==> src/rtl/tone_pkg.sv <==
// Package: shared widths and the attenuation-to-level table of the tone channel.
// Assumes a 4-bit attenuation code and a 4-bit linear output level.
package tone_pkg;
    localparam int PERIOD_W = 10;
    localparam int ATTEN_W  = 4;
    localparam int LEVEL_W  = 4;

    typedef logic [ATTEN_W-1:0] atten_t;
    typedef logic [LEVEL_W-1:0] level_t;

    // Code 15 (all bits set) is silence.
    localparam atten_t ATTEN_OFF = '1;

    // Linear amplitude for each 2 dB step of attenuation, rounded from 15*10^(-k/10).
    function automatic level_t atten_to_level(input atten_t code);
        level_t lvl;
        case (code)
            4'd0:  lvl = 4'd15;
            4'd1:  lvl = 4'd12;
            4'd2:  lvl = 4'd9;
            4'd3:  lvl = 4'd8;
            4'd4:  lvl = 4'd6;
            4'd5:  lvl = 4'd5;
            4'd6:  lvl = 4'd4;
            4'd7:  lvl = 4'd3;
            4'd8:  lvl = 4'd2;
            4'd9:  lvl = 4'd2;
            4'd10: lvl = 4'd2;
            4'd11: lvl = 4'd1;
            4'd12: lvl = 4'd1;
            4'd13: lvl = 4'd1;
            4'd14: lvl = 4'd1;
            default: lvl = 4'd0;
        endcase
        return lvl;
    endfunction
endpackage

==> src/rtl/tone_divider.sv <==
// Module: half-period down-counter.
// Counts tick_i pulses. At a tick with the count at zero it signals a borrow
// and reloads with period_i - 1, so borrows are period_i ticks apart
// (0 wraps to 1023, giving 1024 ticks). Assumes period_i is valid at each tick.
module tone_divider #(
    parameter int PERIOD_W = tone_pkg::PERIOD_W
) (
    input  logic                clk,
    input  logic                rst_n,
    input  logic                tick_i,
    input  logic [PERIOD_W-1:0] period_i,
    output logic                borrow_o
);
    logic [PERIOD_W-1:0] cnt_q;
    logic                at_zero;

    // Purpose: detect the terminal count.
    assign at_zero  = (cnt_q == '0);
    // Purpose: a borrow is a tick that finds the counter empty.
    assign borrow_o = tick_i && at_zero;

    // Purpose: decrement on each tick, reload from the period on borrow.
    always_ff @(posedge clk) begin
        if (!rst_n) begin
            cnt_q <= '0;
        end else if (tick_i) begin
            if (at_zero) begin
                cnt_q <= period_i - 1'b1;
            end else begin
                cnt_q <= cnt_q - 1'b1;
            end
        end
    end
endmodule

==> src/rtl/tone_flipflop.sv <==
// Module: output flip-flop and borrow strobe register.
// Inverts the square bit on each borrow and registers a one-cycle strobe
// aligned with the new square value. Assumes borrow_i is a combinational pulse.
module tone_flipflop (
    input  logic clk,
    input  logic rst_n,
    input  logic borrow_i,
    output logic tone_o,
    output logic strobe_o
);
    logic tone_q;
    logic strobe_q;

    // Purpose: invert the square bit and raise the strobe for each borrow.
    always_ff @(posedge clk) begin
        if (!rst_n) begin
            tone_q   <= 1'b0;
            strobe_q <= 1'b0;
        end else begin
            strobe_q <= borrow_i;
            if (borrow_i) begin
                tone_q <= ~tone_q;
            end
        end
    end

    assign tone_o   = tone_q;
    assign strobe_o = strobe_q;
endmodule

==> src/rtl/tone_level.sv <==
// Module: attenuation register and amplitude mapping.
// Registers the attenuation code every clock (silent after reset), maps it to
// a linear level and gates it with the square bit.
module tone_level #(
    parameter int ATTEN_W = tone_pkg::ATTEN_W,
    parameter int LEVEL_W = tone_pkg::LEVEL_W
) (
    input  logic               clk,
    input  logic               rst_n,
    input  logic [ATTEN_W-1:0] atten_i,
    input  logic               tone_i,
    output logic [LEVEL_W-1:0] level_o
);
    import tone_pkg::*;

    localparam int NUM_CODES = 1 << ATTEN_W;

    logic [ATTEN_W-1:0] atten_q;
    logic [LEVEL_W-1:0] table_lvl;

    // Purpose: hold the attenuation code, forced to silence by reset.
    always_ff @(posedge clk) begin
        if (!rst_n) begin
            atten_q <= {ATTEN_W{1'b1}};
        end else begin
            atten_q <= atten_i;
        end
    end

    // Purpose: pick the table, or a plain linear fall-off for other widths.
    generate
        if (ATTEN_W == 4 && LEVEL_W == 4) begin : g_db_table
            assign table_lvl = atten_to_level(atten_q);
        end else begin : g_linear
            assign table_lvl = LEVEL_W'(((NUM_CODES - 1) - int'(atten_q))
                               * ((1 << LEVEL_W) - 1) / (NUM_CODES - 1));
        end
    endgenerate

    // Purpose: silence the output while the square bit is low.
    assign level_o = tone_i ? table_lvl : '0;
endmodule

==> src/rtl/tone_channel.sv <==
// Module: one programmable square-wave tone channel (top).
// Chains the half-period counter, the output flip-flop and the level mapping.
// Assumes tick_i is a single-cycle enable at the reference clock divided by 16.
module tone_channel #(
    parameter int PERIOD_W = tone_pkg::PERIOD_W,
    parameter int ATTEN_W  = tone_pkg::ATTEN_W,
    parameter int LEVEL_W  = tone_pkg::LEVEL_W
) (
    input  logic                clk,
    input  logic                rst_n,
    input  logic                tick_i,
    input  logic [PERIOD_W-1:0] period_i,
    input  logic [ATTEN_W-1:0]  atten_i,
    output logic                tone_o,
    output logic [LEVEL_W-1:0]  level_o,
    output logic                borrow_o
);
    logic borrow_now;
    logic tone_sq;

    // Purpose: count ticks and flag each borrow.
    tone_divider #(.PERIOD_W(PERIOD_W)) u_div (
        .clk      (clk),
        .rst_n    (rst_n),
        .tick_i   (tick_i),
        .period_i (period_i),
        .borrow_o (borrow_now)
    );

    // Purpose: flip the square bit and register the strobe.
    tone_flipflop u_ff (
        .clk      (clk),
        .rst_n    (rst_n),
        .borrow_i (borrow_now),
        .tone_o   (tone_sq),
        .strobe_o (borrow_o)
    );

    // Purpose: turn the attenuation code into the gated amplitude.
    tone_level #(.ATTEN_W(ATTEN_W), .LEVEL_W(LEVEL_W)) u_lvl (
        .clk     (clk),
        .rst_n   (rst_n),
        .atten_i (atten_i),
        .tone_i  (tone_sq),
        .level_o (level_o)
    );

    assign tone_o = tone_sq;
endmodule

==> config.mk <==
export PLATFORM = sky130hd
export DESIGN_NAME = tone_channel
export DESIGN_NICKNAME = d
export VERILOG_FILES = /design/src/rtl/tone_pkg.sv /design/src/rtl/tone_divider.sv /design/src/rtl/tone_flipflop.sv /design/src/rtl/tone_level.sv /design/src/rtl/tone_channel.sv
export SDC_FILE = /design/constraint.sdc
export NUM_CORES = 1
export LEC_CHECK = 0
export ABC_AREA = 1
export BUFFER_PORTS_ARGS = -buffer_cell sky130_fd_sc_hd__buf_2
export CORE_MARGIN = 2
export CORE_UTILIZATION = 60
export CTS_BUF_LIST = sky130_fd_sc_hd__clkbuf_4
export DETAILED_ROUTE_END_ITERATION = 8
export PLACE_DENSITY_LB_ADDON = 0.1
export SLEW_MARGIN = 0
export SYNTH_ARGS = -nofsm -noshare
export SYNTH_HDL_FRONTEND = slang
export SYNTH_HIERARCHICAL = 1
export SYNTH_SLANG_ARGS = --single-unit
export TNS_END_PERCENT = 30
==> constraint.sdc <==
create_clock -name clk -period 2.8 [get_ports clk]
set_clock_uncertainty 0.2 [all_clocks]
set_input_delay 0.28 -clock clk [delete_from_list [all_inputs] [get_ports clk]]
set_output_delay 0.28 -clock clk [all_outputs]
set_load 0.1 [all_outputs]
==> summary.md, run 1 <==
| Metric | Value |
|---|---|
| Status | completed |
| CTS tree | built |
| Synth Warn # | 6 |
| Fin Hold WS | between 90 and 100 ps |
| Number of antenna violations at the first check in global routing | 0 |
| Area growth syn-to-layout | 13.92% |
| Layout Cells excl Fill | between 200 and 250 |
| Die width | just under 50 um |
| Routed Wire Length | 2.585 mm |
| Worst hold path type | in2reg |
| CP max FO | 12 |
| CTS Root Cell | clkbuf_4 |
| Routed Antenna Nets | 0 |
| Antenna Cells | 0 |
| Hold path start | atten_i[1] |
| Full die area | 2317 um2 |
| Cell area after synthesis | 1169 um2 |
| Avg Synthesized Cell Area | 5.872 um2 |
| Slew @ Worst Pin | 488.0 ps |
| WHS Endpoint | u_lvl/table_lvl[2] |
| Largest net degree at the start of global routing | 17 |
| H-Tree Depth | 1 |
| Total number of vias | 1,245 |
| Max layer used | met4 |
| Synthesized instance count | 199 |
| Max-cap violations | 0 |
| WL/cell | just over 10 um |
| Routability congestion estimate | approximately 0.97 |
| CP Data Required Time | 2790 ps |
| Num rows | 15 |
| Tot GR Track Use | 26.72% |
| Commonest cells after routing, fill and taps aside | 56 x nand2_1, 38 x inv_1, 24 x nor2_1 |
| Max-slew violation count | 0 |
| Buffers on Ports | 22 |
| Seq/Total Area, Yosys | 27.41% |
| Detailed placement HPWL | between 2 and 2.5 mm |
| Yosys reg bits | 16 |
| Total grt overflow | 0 |
| Reg2reg setup slack | 600 ps |
| Placed instance count | 244 |
| Resized Gates After CTS | 0 |
| DRT Pass-1 Iters | 4 |
| Pre-CTS worst setup slack | 629.6 ps |
| Final hold violations | 0 |
| Number of setup buffers added after CTS | 0 |
| Setup ws final | 596.6 ps |
| Min cycle time layout | roughly 2200 ps |
| Total core area | between 1500 and 2000 um2 |
| Starting density of the core | 65.54% |
| Worst slew margin | 67.69% |
| Critical Path End Type | flip-flop |
| Drt initial violations | 48 |
| First-pass GRT wire length | roughly 4.3 mm |
| Hold_buf cts | 1 |
| Unrepaired setup endpoints after global routing | false |
| Worst endpoint data arrival time | 2190 ps |
| Layout cell share with drive strength beyond 1 | 20.54% |
| Deepest clock path buffer count | 2 |
| Syn nets | 220 |
| Vias per inst | 5.000 |
| Met2 WL | approximately 1.2 mm |
| Vias in the first global route | between 1,000 and 1,500 |
| CTS Buf Count | 3 |
| Clk_lat worst skew | 280 ps |
| Final Setup Violations | 0 |
| I/O pin count | 23 |
| R2r endpoint | u_div/cnt_q[4] |
| Die Span Y | 48.13 um |
| Fmax | 453.8 MHz |
| Worst VDD drop | 0.0003668 V |
| Static leakage | 0.8054 nW |
| CTS clk-pin slew, worst paths | 100 ps |
| Worst Path Class, Setup | reg2reg |
| Worst setup SP type | flip-flop |
| Core Util, Final | 74.67% |
| R2R cell count | 10 |
| R2r startpoint | u_div/cnt_q[2] |
| Fillers | 156 |
| Sink Count | 16 |
| Final setup TNS | 0 ps |
| Final Cycle Share | 78.69% |
| Commonest non-fill, non-tap cell in the layout | nand2_1 |
| Distinct cells, synth | 19 |
| Met3 wire len | 172 um |
| Hold-critical path depth | 4 |
| DRC viols | 0 |
| Pwr/cell area | 532.7 nW/um2 |
| Met1 Wirelength | 1.167 mm |
| Nets | approximately 250 |
-- final cells by class --
type | instances | area (um2) | area share, %
timing repair buffer | 23 | 120.1 | 9.023
clock inverter | 1 | 3.754 | 0.2820
clock buffer | 3 | 22.52 | 1.692
sequential | 16 | 320.3 | 24.06
inverter | 39 | 146.4 | 11.00
tap | 25 | 31.28 | 2.350
multi-input combinational | 142 | 686.9 | 51.60
-- through the flow --
stage,cell area [um2],total power [mW]
floorplan,1169,0.5217
global placement,1295,0.5787
detailed placement,1295,0.5845
CTS,1331,0.7113
global route,1331,0.7693
finish,1331,0.7092
-- cell families after synthesis --
family | Yosys count | synth area share [%]
buffers and inverters | 41 | 13.81
XOR/XNOR | 1 | 0.7496
adder cells (fa/ha/maj) | 4 | 4.283
AND/OR/NAND/NOR | 117 | 44.86
AO/OA/AOI/OAI | 20 | 8.887
flip-flops | 16 | 27.41
-- worst max path at each step --
stage / start / endpoint / depth (start not counted)
final: u_div/cnt_q[2] / u_div/cnt_q[4] / 10
after global routing: u_div/cnt_q[2] / u_div/cnt_q[8] / 12
after CTS: u_div/cnt_q[6] / u_div/cnt_q[4] / 10
after detailed placement: u_div/cnt_q[8] / u_div/cnt_q[4] / 10
after global placement: u_div/cnt_q[8] / u_div/cnt_q[4] / 10
after floorplan: u_ff/tone_o / level_o[0] / 2
-- sequential cells by signal, indices dropped and copies added (netlist names) --
| signal | cells |
|---|---|
| u_lvl/table_lvl | 4 |
| u_ff/tone_o | 1 |
| u_div/cnt_q | 10 |
| u_ff/strobe_o | 1 |
-- layer usage --
| metal | track usage (%) | up-vias |
|---|---|---|
| met5 | 0 | - |
| met4 | 5.946 | 0 |
| met3 | 4.815 | 4 |
| met2 | 45.33 | 52 |
| met1 | 35.45 | 533 |
| li1 | - | 656 |
-- cells in the mapped netlist --
| cell type | number | area (um2) |
|---|---|---|
| inv_1 | 38 | 142.6 |
| nor2_1 | 24 | 90.09 |
| nand2_2 | 10 | 62.56 |
| buf_6 | 1 | 11.26 |
| o21ai_1 | 2 | 10.01 |
| nand2_1 | 56 | 210.2 |
| a31oi_1 | 1 | 6.260 |
| xor2_1 | 1 | 8.760 |
| nand3_2 | 1 | 10.01 |
| clkbuf_1 | 1 | 3.750 |
| nand3_1 | 17 | 85.08 |
| inv_2 | 1 | 3.750 |
| nor2_2 | 7 | 43.79 |
| nor2_4 | 2 | 22.52 |
| o21bai_1 | 1 | 7.510 |
| dfxtp_1 | 16 | 320.3 |
| ha_1 | 4 | 50.05 |
| a21oi_1 | 11 | 55.05 |
| o21ai_0 | 5 | 25.02 |
-- power by group --
part / internal (mW) / leakage (nW) / switching (mW) / total [mW]
logic: 0.101 / 0.658 / 0.217 / 0.318
registers: 0.251 / 0.132 / 0.0176 / 0.269
clock network: 0.0517 / 0.0154 / 0.0708 / 0.122
total: 0.404 / 0.805 / 0.306 / 0.709
-- worst max-delay path, cell delays in order, from the launching register on --
cell     delay (ps)
dfxtp_1         350
nor2_2          150
nand3_2         120
nor2_4          280
a21oi_1         210
ha_1            240
nand3_1         130
nor2_2           90
xor2_1          150
o21ai_1         140
inv_1            60
No activity file was read; power rests on OpenSTA's default activity.
==> run 2: changes to the inputs <==
- CORE_UTILIZATION: 60 -> 56
- clock period: 2.8 -> 2.1 ns (I/O delays scaled with it)
==> summary.md, run 2 (same netlist as run 1, synthesis figures left out) <==
| Metric | Value |
|---|---|
| Routed Antenna Nets | 0 (unchanged) |
| Slowest CP cell | dfxtp_1 (unchanged) |
| Worst endpoint data arrival time | 1980 ps (was 2190 ps) |
| Met1 Wirelength | 1.133 mm (was 1.167 mm) |
| CTS clk-pin slew, worst paths | 100 ps (about the same) |
| H-Tree Depth | 1 (unchanged) |
| CP cell instances | nor2_4, nand3_2, nor2_4, a21oi_1, ha_1, nand3_1, nor2_2, nand3_1, nand2_1, nand3_1, nand2_1, inv_1 (was nor2_2, nand3_2, nor2_4, a21oi_1, ha_1, nand3_1, nor2_2, xor2_1, o21ai_1, inv_1) |
| Layout cell share with drive strength beyond 1 | 21.68% (was 20.54%) |
| Final hold violations | 0 (unchanged) |
| Die width | 49.68 um (was 48.13 um) |
| Worst slew margin | 67.74% (was 67.69%) |
| Total grt overflow | 0 (unchanged) |
| Final setup TNS | 0 ps (unchanged) |
| Starting density of the core | 59.57% (was 65.54%) |
| First-pass GRT wire length | 4.388 mm (was 4.333 mm) |
| Reg with most FFs | u_div/cnt_q (unchanged) |
| WL/cell | 10.11 um (was 10.38 um) |
| Slew @ Worst Pin | 487.2 ps (was 488.0 ps) |
| Pre-CTS worst setup slack | 133.4 ps (was 629.6 ps) |
| Full die area | 2468 um2 (was 2317 um2) |
| Pwr/cell area | 712.0 nW/um2 (was 532.7 nW/um2) |
| Drt initial violations | 20 (was 48) |
| Commonest cells after routing, fill and taps aside | 56 x nand2_1, 38 x inv_1, 24 x nor2_1 (unchanged) |
| Met2 WL | 1.265 mm (was 1.217 mm) |
| Commonest non-fill, non-tap cell in the layout | nand2_1 (unchanged) |
| Setup ws final | 121.5 ps (was 596.6 ps) |
| Worst VDD drop | 0.0005273 V (was 0.0003668 V) |
| Number of flip-flops in the largest register | 10 (unchanged) |
| Placed instance count | 248 (was 244) |
| CTS Root Cell | clkbuf_4 (unchanged) |
| Area growth syn-to-layout | 15.95% (was 13.92%) |
| Static leakage | 0.8176 nW (was 0.8054 nW) |
| Met3 wire len | 112 um (was 172 um) |
| Vias per inst | 4.775 (was 5.000) |
| Critical Path Max Stage Delay | 410 ps (was 350 ps) |
| Max-cap violations | 0 (unchanged) |
| Routed Wire Length | 2.557 mm (was 2.585 mm) |
| Critical Path End Type | flip-flop (unchanged) |
| CTS tree | built (unchanged) |
| R2r startpoint | u_div/cnt_q[8] (was u_div/cnt_q[2]) |
| Routability congestion estimate | 0.9105 (was 0.9662) |
| Antenna Cells | 0 (unchanged) |
| Detailed placement HPWL | 2.067 mm (was 2.028 mm) |
| Unrepaired setup endpoints after global routing | false (unchanged) |
| CP Data Required Time | 2100 ps (was 2790 ps) |
| Total core area | 1962 um2 (was 1783 um2) |
| Crit path top cell by count | nand3_1 (was nor2_2) |
| CTS Buf Count | 3 (unchanged) |
| Die Span Y | 49.68 um (was 48.13 um) |
| Worst hold path type | in2reg (unchanged) |
| Worst Path Class, Setup | reg2reg (unchanged) |
| Num rows | 16 (was 15) |
| Worst Setup SP | u_div/cnt_q[8] (was u_div/cnt_q[2]) |
| I/O pin count | 23 (unchanged) |
| Max-slew violation count | 0 (unchanged) |
| Min cycle time layout | 1978 ps (was 2203 ps) |
| Hold path start | atten_i[1] (unchanged) |
| CP max FO | 5 (was 12) |
| Number of antenna violations at the first check in global routing | 0 (unchanged) |
| Buffers on Ports | 22 (unchanged) |
| Clk_lat worst skew | 290 ps (was 280 ps) |
| Final Setup Violations | 0 (unchanged) |
| Final Cycle Share | 94.21% (was 78.69%) |
| Deepest clock path buffer count | 2 (unchanged) |
| DRT Pass-1 Iters | 7 (was 4) |
| Layout Cells excl Fill | 253 (was 249) |
| Nets | 248 (was 246) |
| Tot GR Track Use | 22.89% (was 26.72%) |
| Fmax | 505.4 MHz (was 453.8 MHz) |
| Max layer used | met4 (unchanged) |
| Status | completed (unchanged) |
| DRC viols | 0 (unchanged) |
| Sink Count | 16 (unchanged) |
| Largest net degree at the start of global routing | 17 (unchanged) |
| Worst setup SP type | flip-flop (unchanged) |
| Vias in the first global route | 1,138 (was 1,061) |
| Fillers | 206 (was 156) |
| Total number of vias | 1,208 (was 1,245) |
[run 2: changes by cell type in the layout (fill, tap and decap cells not counted), sizes merged]
cell / before / now
buf: 22 / 24
[run 2: final timing paths]
kind / to / cells after the start / slack [ps]
max: u_div/cnt_q[8] / 12 / 120
max reg2reg: u_div/cnt_q[8] / 12 / 120
min reg2reg: u_ff/tone_o / 3 / 360
min: u_lvl/table_lvl[2] / 4 / 10
[run 2: timing repair]
| item | 4_1_cts | 5_1_grt |
|---|---|---|
| setup buffers | 0 | 0 |
| hold buffers | 1 | 0 |
| setup endpoints to repair | 0 | 1 |
| hold endpoints to repair | 2 | 0 |
| resized for setup | 0 | 1 |
[run 2: power breakdown]
group	switching [mW]	leakage, nW	internal, mW
Sequential	0.0243	0.133	0.336
Clock	0.103	0.0154	0.0691
Combinational	0.289	0.670	0.143
Total	0.417	0.818	0.548
[run 2: area by class of cell]
class                   instances  area, um2  area share (%)
multi-input cells             142      691.9           51.06
flip-flops and latches         16      321.6           23.73
inverters                      39      146.4           10.80
repair buffers                 25      135.1           9.972
well taps                      27      33.78           2.493
clock buffers                   3      22.52           1.662
clock inverters                 1      3.754          0.2770
[run 2: per-stage QoR]
stage	total power, mW	hold WS (ps)	util, %	area, um2
after CTS	0.9625	3.442	68.81	1350
after floorplan	0.6960	82.38	-	1170
final	0.9648	12.30	69.07	1355
after detailed placement	0.7911	219.3	66.96	1314
after global placement	0.7770	206.1	66.96	1314
after global routing	1.047	17.58	69.07	1355
[run 2: critical path: cells and delay by family, from the launching register on]
family                   cells  cell delay, ps
AO/OA/AOI/OAI                1             180
adder cells (fa/ha/maj)      1             200
buffers and inverters        1              40
flip-flops                   1             410
AND/OR/NAND/NOR              9             850
[run 2: routing by layer]
layer  GRT usage (%)  vias to the layer above
met5               0                        -
met1           26.43                      516
met3           2.121                        8
met2           42.89                       31
li1                -                      653
met4           8.796                        0
